==> src/rtl/xfer_pkg.sv <==
package xfer_pkg;

    localparam int DW = 32;

    // register indices
    typedef enum logic [2:0] {
        RA_MPTR = 3'd0,
        RA_MLIM = 3'd1,
        RA_DPTR = 3'd2,
        RA_CTRL = 3'd3,
        RA_ACT  = 3'd4,
        RA_STAT = 3'd5,
        RA_IEN  = 3'd6,
        RA_REM  = 3'd7
    } raddr_e;

    // control word bit positions
    localparam int CB_RUNHW   = 0;
    localparam int CB_RUNSW   = 1;
    localparam int CB_M2D     = 2;
    localparam int CB_INCM    = 3;
    localparam int CB_INCD    = 4;
    localparam int CB_SWSEL   = 5;
    localparam int CB_UNIT_LO = 8;
    localparam int CB_ABORT   = 16;
    localparam int CB_BUSY    = 17;

    // status bit positions
    localparam int SB_BERR = 0;
    localparam int SB_OVF  = 1;
    localparam int SB_DONE = 2;
    localparam int SB_TERM = 3;

    // interrupt enable bit positions
    localparam int EB_DONE = 0;
    localparam int EB_BERR = 1;

    typedef enum logic [1:0] {
        SZ_B = 2'd0,
        SZ_H = 2'd1,
        SZ_W = 2'd2
    } unit_e;

    typedef enum logic [1:0] {
        ST_IDLE = 2'd0,
        ST_WAIT = 2'd1,
        ST_RD   = 2'd2,
        ST_WR   = 2'd3
    } fsm_e;

    typedef struct packed {
        logic       run_hw;
        logic       run_sw;
        logic       m2d;
        logic       inc_mem;
        logic       inc_dev;
        logic       sw_sel;
        logic [2:0] unit;
    } ctrl_t;

    function automatic unit_e unit_code(input logic [2:0] f);
        case (f)
            3'd2:    return SZ_H;
            3'd4:    return SZ_W;
            default: return SZ_B;
        endcase
    endfunction

    function automatic logic [2:0] unit_bytes(input unit_e u);
        case (u)
            SZ_H:    return 3'd2;
            SZ_W:    return 3'd4;
            default: return 3'd1;
        endcase
    endfunction

endpackage

==> src/rtl/xfer_regs.sv <==
module xfer_regs
    import xfer_pkg::*;
#(
    parameter int AW = 32
) (
    input  logic          clk,
    input  logic          rst,
    input  logic          we,
    input  logic [2:0]    addr,
    input  logic [31:0]   wdata,
    output logic [31:0]   rdata,
    input  logic          busy,
    input  logic          step,
    input  logic          clr_run,
    input  logic [3:0]    st_set,
    output ctrl_t         ctrl,
    output logic          active,
    output logic          abort_req,
    output logic [AW-1:0] mem_ptr,
    output logic [AW-1:0] mem_lim,
    output logic [AW-1:0] dev_ptr,
    output logic [AW-1:0] mem_nxt,
    output logic [3:0]    status,
    output logic [1:0]    ien,
    output logic          irq
);

    localparam int PADW = AW - 3;

    raddr_e        ra;
    logic [2:0]    sb;
    logic [AW-1:0] stepw;
    logic [AW-1:0] dev_nxt;
    logic [AW-1:0] remain;
    logic [3:0]    st_clr;

    assign ra      = raddr_e'(addr);
    assign sb      = unit_bytes(unit_code(ctrl.unit));
    assign stepw   = {{PADW{1'b0}}, sb};
    assign mem_nxt = mem_ptr + (ctrl.inc_mem ? stepw : '0);
    assign dev_nxt = dev_ptr + (ctrl.inc_dev ? stepw : '0);
    assign remain  = (mem_lim > mem_ptr) ? (mem_lim - mem_ptr) : '0;
    assign st_clr  = (we && ra == RA_STAT) ? wdata[3:0] : 4'd0;
    assign irq     = (status[SB_DONE] & ien[EB_DONE]) | (status[SB_BERR] & ien[EB_BERR]);

    always_ff @(posedge clk) begin
        if (rst) begin
            mem_ptr   <= '0;
            mem_lim   <= '0;
            dev_ptr   <= '0;
            ctrl      <= '0;
            active    <= 1'b0;
            abort_req <= 1'b0;
            status    <= '0;
            ien       <= '0;
        end else begin
            // engine stepping wins over a software write in the same cycle
            if (step)                        mem_ptr <= mem_nxt;
            else if (we && ra == RA_MPTR)    mem_ptr <= wdata[AW-1:0];
            if (step)                        dev_ptr <= dev_nxt;
            else if (we && ra == RA_DPTR)    dev_ptr <= wdata[AW-1:0];
            if (we && ra == RA_MLIM)         mem_lim <= wdata[AW-1:0];
            if (we && ra == RA_ACT)          active  <= wdata[0];
            if (we && ra == RA_IEN)          ien     <= wdata[1:0];

            if (we && ra == RA_CTRL) begin
                ctrl.run_hw  <= wdata[CB_RUNHW];
                ctrl.run_sw  <= wdata[CB_RUNSW];
                ctrl.m2d     <= wdata[CB_M2D];
                ctrl.inc_mem <= wdata[CB_INCM];
                ctrl.inc_dev <= wdata[CB_INCD];
                ctrl.sw_sel  <= wdata[CB_SWSEL];
                ctrl.unit    <= wdata[CB_UNIT_LO +: 3];
                if (busy) abort_req <= wdata[CB_ABORT];
            end
            if (clr_run) begin
                ctrl.run_hw <= 1'b0;
                ctrl.run_sw <= 1'b0;
            end
            if (clr_run || !busy) abort_req <= 1'b0;

            // a hardware set wins over a write-one-to-clear
            status <= (status & ~st_clr) | st_set;
        end
    end

    always_comb begin
        rdata = '0;
        case (ra)
            RA_MPTR: rdata[AW-1:0] = mem_ptr;
            RA_MLIM: rdata[AW-1:0] = mem_lim;
            RA_DPTR: rdata[AW-1:0] = dev_ptr;
            RA_CTRL: begin
                rdata[CB_RUNHW]        = ctrl.run_hw;
                rdata[CB_RUNSW]        = ctrl.run_sw;
                rdata[CB_M2D]          = ctrl.m2d;
                rdata[CB_INCM]         = ctrl.inc_mem;
                rdata[CB_INCD]         = ctrl.inc_dev;
                rdata[CB_SWSEL]        = ctrl.sw_sel;
                rdata[CB_UNIT_LO +: 3] = ctrl.unit;
                rdata[CB_ABORT]        = abort_req;
                rdata[CB_BUSY]         = busy;
            end
            RA_ACT:  rdata[0]      = active;
            RA_STAT: rdata[3:0]    = status;
            RA_IEN:  rdata[1:0]    = ien;
            RA_REM:  rdata[AW-1:0] = remain;
            default: rdata = '0;
        endcase
    end

endmodule

==> src/rtl/xfer_pacer.sv <==
module xfer_pacer (
    input  logic clk,
    input  logic rst,
    input  logic dev_req,
    input  logic dev_term,
    input  logic busy,
    input  logic hw_mode,
    input  logic in_flight,
    input  logic clr_run,
    output logic req_rise,
    output logic term_now,
    output logic ovf_evt
);

    logic req_q;
    logic term_q;
    logic term_in;

    assign term_in  = busy & hw_mode & dev_term;
    assign req_rise = dev_req & ~req_q;
    assign ovf_evt  = req_rise & in_flight & hw_mode & busy;
    assign term_now = term_q | term_in;

    always_ff @(posedge clk) begin
        if (rst) begin
            req_q  <= 1'b0;
            term_q <= 1'b0;
        end else begin
            req_q <= dev_req;
            if (clr_run || !busy) term_q <= 1'b0;
            else if (term_in)     term_q <= 1'b1;
        end
    end

endmodule

==> src/rtl/xfer_engine.sv <==
module xfer_engine
    import xfer_pkg::*;
#(
    parameter int AW = 32
) (
    input  logic          clk,
    input  logic          rst,
    input  ctrl_t         ctrl,
    input  logic          active,
    input  logic          abort_req,
    input  logic [AW-1:0] mem_ptr,
    input  logic [AW-1:0] mem_lim,
    input  logic [AW-1:0] dev_ptr,
    input  logic [AW-1:0] mem_nxt,
    input  logic          req_rise,
    input  logic          term_now,
    input  logic          m_ack,
    input  logic          m_err,
    input  logic [DW-1:0] m_rdata,
    output logic          m_req,
    output logic          m_we,
    output logic [AW-1:0] m_addr,
    output unit_e         m_size,
    output logic [DW-1:0] m_wdata,
    output logic          busy,
    output logic          in_flight,
    output logic          hw_mode,
    output logic          step,
    output logic          clr_run,
    output logic [3:0]    st_set
);

    fsm_e          state, nxt;
    logic          go;
    logic          cap;
    logic [DW-1:0] data_q;

    assign hw_mode   = ~ctrl.sw_sel;
    assign go        = active && (ctrl.sw_sel ? ctrl.run_sw : ctrl.run_hw);
    assign busy      = (state != ST_IDLE);
    assign in_flight = (state == ST_RD) || (state == ST_WR);
    assign m_req     = in_flight;
    assign m_we      = (state == ST_WR);
    assign m_size    = unit_code(ctrl.unit);
    assign m_wdata   = data_q;
    assign m_addr    = ((state == ST_RD) == ctrl.m2d) ? mem_ptr : dev_ptr;

    always_comb begin
        nxt     = state;
        cap     = 1'b0;
        step    = 1'b0;
        clr_run = 1'b0;
        st_set  = '0;
        case (state)
            ST_IDLE: begin
                if (go && mem_ptr != mem_lim) nxt = ST_WAIT;
            end
            ST_WAIT: begin
                if (!go) begin
                    nxt = ST_IDLE;
                end else if (abort_req) begin
                    nxt     = ST_IDLE;
                    clr_run = 1'b1;
                end else if (hw_mode && term_now) begin
                    nxt             = ST_IDLE;
                    clr_run         = 1'b1;
                    st_set[SB_TERM] = 1'b1;
                end else if (!hw_mode || req_rise) begin
                    nxt = ST_RD;
                end
            end
            ST_RD: begin
                if (!go) begin
                    nxt = ST_IDLE;
                end else if (m_ack) begin
                    if (m_err) begin
                        nxt             = ST_IDLE;
                        clr_run         = 1'b1;
                        st_set[SB_BERR] = 1'b1;
                    end else begin
                        cap = 1'b1;
                        nxt = ST_WR;
                    end
                end
            end
            ST_WR: begin
                if (!go) begin
                    nxt = ST_IDLE;
                end else if (m_ack) begin
                    if (m_err) begin
                        nxt             = ST_IDLE;
                        clr_run         = 1'b1;
                        st_set[SB_BERR] = 1'b1;
                    end else begin
                        step = 1'b1;
                        if (mem_nxt == mem_lim) begin
                            nxt             = ST_IDLE;
                            clr_run         = 1'b1;
                            st_set[SB_DONE] = 1'b1;
                        end else if (abort_req) begin
                            nxt     = ST_IDLE;
                            clr_run = 1'b1;
                        end else if (hw_mode && term_now) begin
                            nxt             = ST_IDLE;
                            clr_run         = 1'b1;
                            st_set[SB_TERM] = 1'b1;
                        end else begin
                            nxt = hw_mode ? ST_WAIT : ST_RD;
                        end
                    end
                end
            end
            default: nxt = ST_IDLE;
        endcase
    end

    always_ff @(posedge clk) begin
        if (rst) begin
            state  <= ST_IDLE;
            data_q <= '0;
        end else begin
            state <= nxt;
            if (cap) data_q <= m_rdata;
        end
    end

endmodule

==> src/rtl/xfer_channel.sv <==
module xfer_channel
    import xfer_pkg::*;
#(
    parameter int AW = 32
) (
    input  logic          clk,
    input  logic          rst,
    input  logic          reg_we,
    input  logic [2:0]    reg_addr,
    input  logic [31:0]   reg_wdata,
    output logic [31:0]   reg_rdata,
    output logic          m_req,
    output logic          m_we,
    output logic [AW-1:0] m_addr,
    output logic [1:0]    m_size,
    output logic [31:0]   m_wdata,
    input  logic          m_ack,
    input  logic [31:0]   m_rdata,
    input  logic          m_err,
    input  logic          dev_req,
    input  logic          dev_term,
    output logic          irq
);

    ctrl_t         ctrl;
    logic          active;
    logic          abort_req;
    logic [AW-1:0] mem_ptr, mem_lim, dev_ptr, mem_nxt;
    logic [3:0]    status;
    logic [1:0]    ien;
    logic          busy, in_flight, hw_mode, step, clr_run;
    logic [3:0]    eng_set, st_set;
    logic          req_rise, term_now, ovf_evt;
    unit_e         eng_size;

    assign st_set = eng_set | ({3'd0, ovf_evt} << SB_OVF);
    assign m_size = eng_size;

    xfer_regs #(.AW(AW)) u_regs (
        .clk(clk), .rst(rst), .we(reg_we), .addr(reg_addr), .wdata(reg_wdata),
        .rdata(reg_rdata), .busy(busy), .step(step), .clr_run(clr_run),
        .st_set(st_set), .ctrl(ctrl), .active(active), .abort_req(abort_req),
        .mem_ptr(mem_ptr), .mem_lim(mem_lim), .dev_ptr(dev_ptr), .mem_nxt(mem_nxt),
        .status(status), .ien(ien), .irq(irq)
    );

    xfer_pacer u_pacer (
        .clk(clk), .rst(rst), .dev_req(dev_req), .dev_term(dev_term),
        .busy(busy), .hw_mode(hw_mode), .in_flight(in_flight), .clr_run(clr_run),
        .req_rise(req_rise), .term_now(term_now), .ovf_evt(ovf_evt)
    );

    xfer_engine #(.AW(AW)) u_engine (
        .clk(clk), .rst(rst), .ctrl(ctrl), .active(active), .abort_req(abort_req),
        .mem_ptr(mem_ptr), .mem_lim(mem_lim), .dev_ptr(dev_ptr), .mem_nxt(mem_nxt),
        .req_rise(req_rise), .term_now(term_now), .m_ack(m_ack), .m_err(m_err),
        .m_rdata(m_rdata), .m_req(m_req), .m_we(m_we), .m_addr(m_addr),
        .m_size(eng_size), .m_wdata(m_wdata), .busy(busy), .in_flight(in_flight),
        .hw_mode(hw_mode), .step(step), .clr_run(clr_run), .st_set(eng_set)
    );

endmodule

==> config.mk <==
export PLATFORM = sky130hd
export DESIGN_NAME = xfer_channel
export DESIGN_NICKNAME = d
export VERILOG_FILES = /design/src/rtl/xfer_pkg.sv /design/src/rtl/xfer_regs.sv /design/src/rtl/xfer_pacer.sv /design/src/rtl/xfer_engine.sv /design/src/rtl/xfer_channel.sv
export SDC_FILE = /design/constraint.sdc
export NUM_CORES = 1
export LEC_CHECK = 0
export BUFFER_PORTS_ARGS = -buffer_cell sky130_fd_sc_hd__buf_2
export CORE_ASPECT_RATIO = 1.4
export CORE_MARGIN = 3
export CORE_UTILIZATION = 43
export DETAILED_ROUTE_END_ITERATION = 8
export GPL_TIMING_DRIVEN = 0
export PLACE_DENSITY = 0.64
export SLEW_MARGIN = 20
export SYNTH_ARGS = -nofsm -noshare
export SYNTH_HDL_FRONTEND = slang
export SYNTH_SLANG_ARGS = --single-unit
==> constraint.sdc <==
create_clock -name clk -period 5.35 [get_ports clk]
set_clock_uncertainty 0.2 [all_clocks]
set_input_delay 0.2675 -clock clk [delete_from_list [all_inputs] [get_ports clk]]
set_output_delay 0.2675 -clock clk [all_outputs]
set_load 0.01 [all_outputs]
Word-level counts from Yosys, hierarchy flattened
Cells that the tools add are included.
W data, S select, Z words.

operators by class
  add/sub/neg operators = 3
  equality and inequality tests = 21
  bitwise gates (word level) = 16
  muxes and demuxes = 63
  magnitude comparators = 1
  reduce and logical (&&, ||, !) cells = 24

operators by type and width
  kind                  number
  $mux W32              6
  $add A32 B32 Y32      2
  $pmux W14 S4          1
  $mux W2               18
  $eq A32 B32 Y1        1
  $gt A32 B32 Y1        1
  $ne A32 B32 Y1        1
  $sub A32 B32 Y32      1
  $mux W1               22
  $pmux W2 S5           2
  $pmux W5 S4           1
  $pmux W2 S4           2
  $eq A3 B3 Y1 const B  5
  $pmux W3 S5           1
  $pmux W2 S6           1
  $logic_and A1 B1 Y1   10
  $eq A3 B2 Y1 const B  3
  $and A1 B1 Y1         8
  $pmux W1 S8           1
  $pmux W1 S7           1
  $eq A2 B2 Y1 const B  3
  $mux W3               2
  $ne A3 B3 Y1 const B  2
  $pmux W3 S2           1
  23 further kinds      32

word-level totals
  logic and storage cells = 146
  flip-flop bits (word level) = 149
  input port bits = 74
  output and inout bits = 101

Longest topological paths before layout
Gate-level depths: netlist (run 1).

  depth in word-level cells = 14
  gate-level depth with buffers = 16
  depth with buffers taken out = 15

Hierarchy
Synthesis (run 1) repeated with hierarchy kept, for this count alone.

second synthesis, totals
  cell total of the unflattened synthesis = 1463
  area total of the unflattened synthesis = 11283.3 µm²

by module, submodules not included
  module        instances  cells each  area an instance (µm²)
  xfer_regs     1          1140        8665.8
  xfer_engine   1          314         2513.7
  xfer_pacer    1          8           97.6
  xfer_channel  1          1           6.3

Worst setup path after synthesis (run 1)
No wires, ideal clock.

  path type = register to register
  start = reg u_regs.ctrl[1] (netlist name)
  end = reg u_engine.state[1]
  period minus slack after synthesis = 4.804 ns
  setup time = 0.116 ns
  cell stages (with the launch flop) = 17
  data arrival time = 4.488 ns
  path slack = 0.546 ns
  buffers on the path = 1
  required time = 5.034 ns
  path through = dfxtp_1 nor3b_1 inv_1 ha_1 and2_1 ha_1 inv_1 fa_1 nand2b_1 a2111o_4 nor4_4 xnor2_1 or4_1 or4_1 or2_1 buf_6 a41o_1

between the ends
  longest elaborated chain between the ends = 12
  elaborated cells on any way between the ends = 14
  classes of those cells = add/sub (1); eq/ne (5); mux (8)

RTL lines
  item                                          line                RTL
  $eq A3 B3 Y1 or $eq A3 B2 Y1 (tied branches)  -
  $pmux W2 S2 *                                 -
  net m_size[0]                                 xfer_channel.sv:15  output logic [1:0] m_size,
  $eq A2 B2 Y1 or $eq A2 B1 Y1 (tied branches)  xfer_pkg.sv:70      case (u)
  $pmux W3 S2 *                                 xfer_pkg.sv:70
  $mux W3 *                                     xfer_regs.sv:40     assign mem_nxt = mem_ptr + (ctrl.inc_mem ? stepw : '0);
  $add A32 B32 Y32 *                            xfer_regs.sv:40
  $eq A32 B32 Y1 *                              xfer_engine.sv:96   if (mem_nxt == mem_lim) begin
  $mux W2 *                                     xfer_engine.sv:96
  $mux W2 *                                     xfer_engine.sv:90   if (m_err) begin
  $mux W2 *                                     xfer_engine.sv:89   end else if (m_ack) begin
  $mux W2 *                                     xfer_engine.sv:87   if (!go) begin
  $pmux W2 S4 *                                 xfer_engine.sv:54   case (state)
  to (signal assigned)                          xfer_engine.sv:122  state <= nxt;
  to (decl)                                     xfer_engine.sv:33   fsm_e state, nxt;

Mark *: on every way through the listed nets, which the timed path passes. The rest lies on a longest branch. The select of a mux whose other input is x is not followed.
A chain may end at the register's enable or synchronous reset.

Final worst setup path (run 1)
  start = reg u_regs.ctrl[1] (netlist name)
  end = reg u_pacer.term_q

between the ends
  longest elaborated chain between the ends = 14
  elaborated cells on any way between the ends = 16
  classes of those cells = add/sub (1); eq/ne (5); mux (8); reduce/logical (2)

RTL lines
  item                                          line               RTL
  $eq A3 B3 Y1 or $eq A3 B2 Y1 (tied branches)  xfer_pkg.sv:62     case (f)
  $pmux W2 S2 *                                 xfer_pkg.sv:62
  $eq A2 B2 Y1 or $eq A2 B1 Y1 (tied branches)  xfer_pkg.sv:70
  $pmux W3 S2 *                                 xfer_pkg.sv:70
  $mux W3 *                                     xfer_regs.sv:40
  $add A32 B32 Y32 *                            xfer_regs.sv:40
  $eq A32 B32 Y1 *                              xfer_engine.sv:96
  $mux W1 *                                     xfer_engine.sv:96
  $mux W1 *                                     xfer_engine.sv:90
  $mux W1 *                                     xfer_engine.sv:89
  $mux W1 *                                     xfer_engine.sv:87
  $pmux W1 S3 *                                 xfer_engine.sv:54
  $logic_or A1 B1 Y1 *                          xfer_pacer.sv:30   if (clr_run || !busy) term_q <= 1'b0;
  $reduce_or A2 Y1 (no line) *                  -
  to (signal assigned)                          xfer_pacer.sv:27   term_q <= 1'b0;
  to (signal assigned)                          xfer_pacer.sv:30
  to (signal assigned)                          xfer_pacer.sv:31   else if (term_in) term_q <= 1'b1;
  to (decl)                                     xfer_pacer.sv:16   logic term_q;

Every way passes the cells marked *; elsewhere a longest branch is shown, timed or not.

==> run summary, run 1 <==
Post-DP Area - 12480 sq um
Syn Inst Count - 1511
crit path kind - reg -> reg
Syn Std Cell Area - 11180 sq um
Num CTS Buffers - 17
total power - 3.172 mW
row cnt - 69
Arr. time, crit path - 5330 ps
Max VDD drop - 228.0 uV
commonest non-fill, non-tap cell in the layout - nand2_1
share of layout cells above drive strength 1 - 16.33%
area leader, netlist - dfxtp_1
RSZ-0062 raised after global routing - no
Sequential Area - 2983 sq um
FMAX - 0.1922 GHz
maximum buffer depth of the clock tree - 2
Yosys cell types - 87
pin count of the biggest net entering global routing - 17
class of the worst hold path - in -> reg
die extent in x - 142.3 microns
first-pass GRT wire length - 76210 microns
vias in the first global route - 12962
FF+latch count, synth - 149
Final setup viols - 0
Synth Warn # - 0
Max stage delay on crit path - 640 ps
largest family of logic cells by synthesized area - compound AO/OA/AOI/OAI gates
Hold Fails Final Rpt - 0
Die Ht - 196.8 microns
Tmin final - 5203 ps
min-delay src - rst
total grt overflow - 0
I/O Buffers - 171
asr flop ratio synth - 0%
fin util - 54.23%
Pre-Repair DR Iteration Count - 6
Final Max Slew Viols - 0
Hold WS - 13.28 ps
core area - 25470 sq um
area occupied by multi-input gates - 7493 sq um
R2R Path Start - u_regs.ctrl[1]
CTS tree - built
sequential cell area fraction in the yosys report - 26.67%
Post-Syn Area per Cell - 7.402 sq um
clock root cell - clkbuf_16
clk slew on worst S/H paths - 60 ps
design area - 13810 sq um
Slew headroom - 25.89%
gpl congestion - 0.9955
clk_lat worst skew - 440 ps
Worst setup startpoint - u_regs.ctrl[1]
Tot GR Track Use - 35.67%
CP max FO - 7
Total Die Area - 28010 sq um
Worst path slowest cell - a2111o_4
number of remaining DRC errors - 0
Primary FF master, synth - dfxtp_1
via count - 13184
Final nets - 1887
post-synthesis xor/xnor area fraction - 5.403%
syn_nets - 1627
Initial DRC Count - 1399
clk sink count - 149
commonest non-fill, non-tap cells in the layout - nand2_1, buf_2, a21oi_1
max cap viols - 0
Vias/cell - 6.272
mux cell area share after synthesis - 7.272%
Pwr per Cell Area - 229.6 nW/um^2
CP Launch Type - flip-flop
Pleak - 5.529 nW
Compound-Gate Fraction of Synth Area - 24.54%
number of flops mapped to enable cells by yosys - 0
total routed wirelength - 51120 microns
DR WL/cell - 24.32 microns
Worst Path Required - 5480 ps
Slew @ Worst Pin - 1100 ps
Final period util - 97.25%
H-tree Lvls - 4
starting density of the core - 43.92%
post-route ant nets - 0
setup TNS - 0 ps
area added between synthesis and finish - 23.49%
Post-DP HPWL - 38020 microns
CP cell instances - nor3b_4 > inv_1 > ha_1 > and2_1 > ha_1 > inv_1 > fa_1 > nand2b_1 > a2111o_4 > nor4_1 > xnor2_1 > nor4_1 > nand4_1 > or2_1 > buf_6 > a22o_1
CP Capture Type - flip-flop
initial antenna violation count - 2
I/O pins - 175
fillers - 2423
post-synth top area share - 26.67%
status - complete, no violations
Post-Synth Adder-Cell Area - 4.989%
dominant cells by area after synthesis - dfxtp_1, nand2_1, a21oi_1, nor2_1, ha_1
simple-gate portion of the synthesized area - 24.48%
[flip-flops by register name, indices dropped and copies added, names as in the netlist]
signal,flops
u_engine.m_wdata,32
u_engine.state,2
u_pacer.req_q,1
u_pacer.term_q,1
u_regs.abort_req,1
u_regs.active,1
u_regs.ctrl,9
u_regs.dev_ptr,32
u_regs.ien,2
u_regs.mem_lim,32
u_regs.mem_ptr,32
u_regs.status,4
[power breakdown]
part	internal, mW	leakage [nW]	switching, mW
logic	0.252	4.01	0.393
registers	1.13	1.21	0.0288
clock network	0.838	0.313	0.530
total	2.22	5.53	0.952
[metrics by stage]
stage          std cells  setup slack [ps]
6_report            2102             147.0
5_1_grt             2101             32.13
4_1_cts             2099             31.84
3_5_place_dp        2004            -123.7
3_3_place_gp        2001            -364.7
2_1_floorplan       1511             546.0
[per-layer routing]
layer	global-route usage (%)	up-vias	routed length (microns)
li1	-	5980	-
met1	40.95	6109	18710
met2	60.18	855	23920
met3	7.597	238	4628
met4	21.87	2	3843
met5	0	-	17
[kinds of logic (layout without fill, tap and decap cells)]
family                     Yosys count  count (layout)
other                                0               1
DFF                                149             149
xor gates and xnor gates            69              69
adders and majority gates           43              43
AOI/OAI and AO/OA                  426             426
buffers and inverters              167             438
muxes                               66              66
and+or+nand+nor                    591             591
[Yosys cell counts (21+ instances only)]
master	count
xnor2_1	45
xor2_1	24
clkbuf_1	75
nor3_1	46
mux2_2	29
nand2_1	241
o21ai_0	62
nor2_1	132
a211oi_1	27
o22ai_1	21
nor4_1	24
a21oi_1	170
ha_1	39
nand3_1	43
inv_1	62
dfxtp_1	149
mux2i_1	28
[what timing repair did]
action                     4_1_cts  5_1_grt
setup endpoints to repair       16       19
setup buffers                    0        2
gates resized for setup          2        7
hold buffers                    65        0
hold endpoints to repair       113        0
gates cloned                     0        0
[final cells by class]
class	instances	share of cell area, %
diodes	1	0.01812
flip-flops and latches	149	21.60
clock inverters	12	1.468
inverters	64	1.748
clock buffers	18	3.180
multi-input cells	1195	54.25
plain buffers	103	3.660
repair buffers	241	11.19
well taps	319	2.890
[worst max-delay path, delay by kind of cell, from the launching register on]
kind / cells / cell delay (ps)
buffers and inverters: 3 / 270
AOI/OAI and AO/OA: 2 / 830
xor gates and xnor gates: 1 / 230
and+or+nand+nor: 7 / 2240
DFF: 1 / 420
adders and majority gates: 3 / 900
[final timing paths]
kind	endpoint	depth (start not counted)	slack (ps)
worst max register to register	u_pacer.term_q	16	150
worst min register to register	u_engine.m_wdata[30]	2	260
worst max-delay path	u_pacer.term_q	16	150
worst min-delay path	u_engine.state[0]	3	10
Power figures use the tool's default switching activity.
==> run 2: changes to the inputs <==
==> constraint.sdc (replaced) <==
create_clock -name clk -period 5.35 [get_ports clk]
set_clock_uncertainty 0.2 [all_clocks]
set_input_delay 0.2675 -clock clk [delete_from_list [all_inputs] [get_ports clk]]
set_output_delay 0.2675 -clock clk [all_outputs]
set_load 0.005 [all_outputs]
==> run 2 against run 1 <==
  * Routed wire length decreased by 0.18%
  * Clock power is essentially flat
  * Final area about the same
  * Critical path type is now reg -> out
  * Hold slack better by 2.3 ps
==> run summary, run 2 (synthesis gave the netlist of run 1 again) <==
status - complete, no violations (unchanged)
Die Ht - 196.8 microns (unchanged)
Slew headroom - 27.41% (was 25.89%)
Post-DP Area - 12480 sq um (unchanged)
Num CTS Buffers - 17 (unchanged)
clk_lat worst skew - 450 ps (was 440 ps)
commonest non-fill, non-tap cell in the layout - nand2_1 (unchanged)
Final period util - 97.86% (was 97.25%)
Total Die Area - 28010 sq um (unchanged)
CP Capture Type - output port (was flip-flop)
Pwr per Cell Area - 229.0 nW/um^2 (was 229.6 nW/um^2)
via count - 13219 (was 13184)
Final Max Slew Viols - 0 (unchanged)
total routed wirelength - 51030 microns (was 51120 microns)
H-tree Lvls - 4 (unchanged)
crit path kind - reg -> out (was reg -> reg)
area added between synthesis and finish - 23.43% (was 23.49%)
diodes inserted - 0 (was 1)
Slew @ Worst Pin - 1089 ps (was 1100 ps)
vias in the first global route - 12962 (unchanged)
clk sink count - 149 (unchanged)
area occupied by multi-input gates - 7488 sq um (was 7493 sq um)
max cap viols - 0 (unchanged)
initial antenna violation count - 2 (unchanged)
commonest non-fill, non-tap cells in the layout - nand2_1, buf_2, a21oi_1 (unchanged)
Worst Path Required - 4880 ps (was 5480 ps)
CTS tree - built (unchanged)
RSZ-0062 raised after global routing - no (unchanged)
total grt overflow - 0 (unchanged)
Initial DRC Count - 1368 (was 1399)
share of layout cells above drive strength 1 - 16.27% (was 16.33%)
first-pass GRT wire length - 76210 microns (unchanged)
Final nets - 1887 (unchanged)
Hold Fails Final Rpt - 0 (unchanged)
class of the worst hold path - in -> reg (unchanged)
Pleak - 5.528 nW (was 5.529 nW)
FMAX - 0.1910 GHz (was 0.1922 GHz)
pin count of the biggest net entering global routing - 17 (unchanged)
Post-DP HPWL - 38020 microns (unchanged)
core area - 25470 sq um (unchanged)
clock root cell - clkbuf_16 (unchanged)
post-route ant nets - 0 (unchanged)
number of remaining DRC errors - 0 (unchanged)
maximum buffer depth of the clock tree - 2 (unchanged)
die extent in x - 142.3 microns (unchanged)
Setup WS pre-CTS - -123.7 ps (unchanged)
Tmin final - 5236 ps (was 5203 ps)
clk slew on worst S/H paths - 60 ps (about the same)
gpl congestion - 0.9955 (unchanged)
row cnt - 69 (unchanged)
DR WL/cell - 24.29 microns (was 24.32 microns)
design area - 13800 sq um (was 13810 sq um)
I/O Buffers - 171 (unchanged)
starting density of the core - 43.92% (unchanged)
CP max FO - 10 (was 7)
Sequential Area - 2983 sq um (unchanged)
I/O pins - 175 (unchanged)
Vias/cell - 6.292 (was 6.272)
CP Launch Type - flip-flop (unchanged)
total power - 3.162 mW (was 3.172 mW)
Arr. time, crit path - 4770 ps (was 5330 ps)
Final setup viols - 0 (unchanged)
Tot GR Track Use - 35.67% (unchanged)
fillers - 2425 (was 2423)
Worst Setup Slack, final - 114.2 ps (was 147.0 ps)
Hold WS - 15.61 ps (was 13.28 ps)
Pre-Repair DR Iteration Count - 7 (was 6)
Max VDD drop - 229.2 uV (was 228.0 uV)
==> run 2: changes by cell type in the layout (fill, tap and decap cells not counted), sizes merged <==
cell   before  now
diode       1    0
==> run 2: layout make-up <==
type,instances,area share [%]
Clock buffer,18,3.181
Sequential cell,149,21.61
Inverter,64,1.749
Timing Repair Buffer,241,11.19
Tap cell,319,2.891
Multi-Input combinational cell,1195,54.25
Buffer,103,3.662
Clock inverter,12,1.468
==> run 2: final timing paths <==
kind / from / to / slack, ps / depth (start not counted)
hold reg to reg: u_engine.m_wdata[30] / u_engine.m_wdata[30] / 260 / 2
setup / recovery: u_regs.mem_lim[0] / reg_rdata[3] / 110 / 13
setup reg to reg: u_regs.ctrl[1] / u_pacer.term_q / 210 / 16
hold / removal: rst / u_engine.state[0] / 20 / 3
==> run 2: power breakdown <==
part | internal (mW) | switching, mW
sequential | 1.13 | 0.0286
clock | 0.838 | 0.530
combinational | 0.251 | 0.384
==> run 2: what timing repair did <==
| item | CTS | global route |
|---|---|---|
| endpoints found under the hold margin | 113 | 0 |
| setup endpoints to repair | 16 | 17 |
| gates resized for setup | 2 | 6 |
| hold buffers | 65 | 0 |
| setup buffers | 0 | 2 |
==> run 2: worst max-delay path: stages (launching register included) <==
cell,delay (ps)
dfxtp_1,350
inv_1,110
ha_1,180
inv_1,60
fa_1,430
a211oi_1,260
o21bai_1,150
a211oi_1,630
a211oi_1,310
o21bai_1,510
a21o_1,440
clkbuf_2,510
o221ai_1,210
buf_2,180
==> run 2: stage by stage <==
step,std cells,TNS (ps),util (%)
floorplan,1511,0,-
global placement,2001,-2273,48.84
detailed placement,2004,-669.6,49.00
CTS,2099,0,54.09
global route,2101,0,54.20
finish,2101,0,54.20
==> run 2: routing by layer <==
metal | vias up | share of wire, % | track usage, %
met5 | - | 0.067 | 0
met4 | 4 | 7.3 | 21.87
met3 | 221 | 9.6 | 7.597
met2 | 842 | 47 | 60.18
met1 | 6175 | 36 | 40.95
li1 | 5977 | - | -
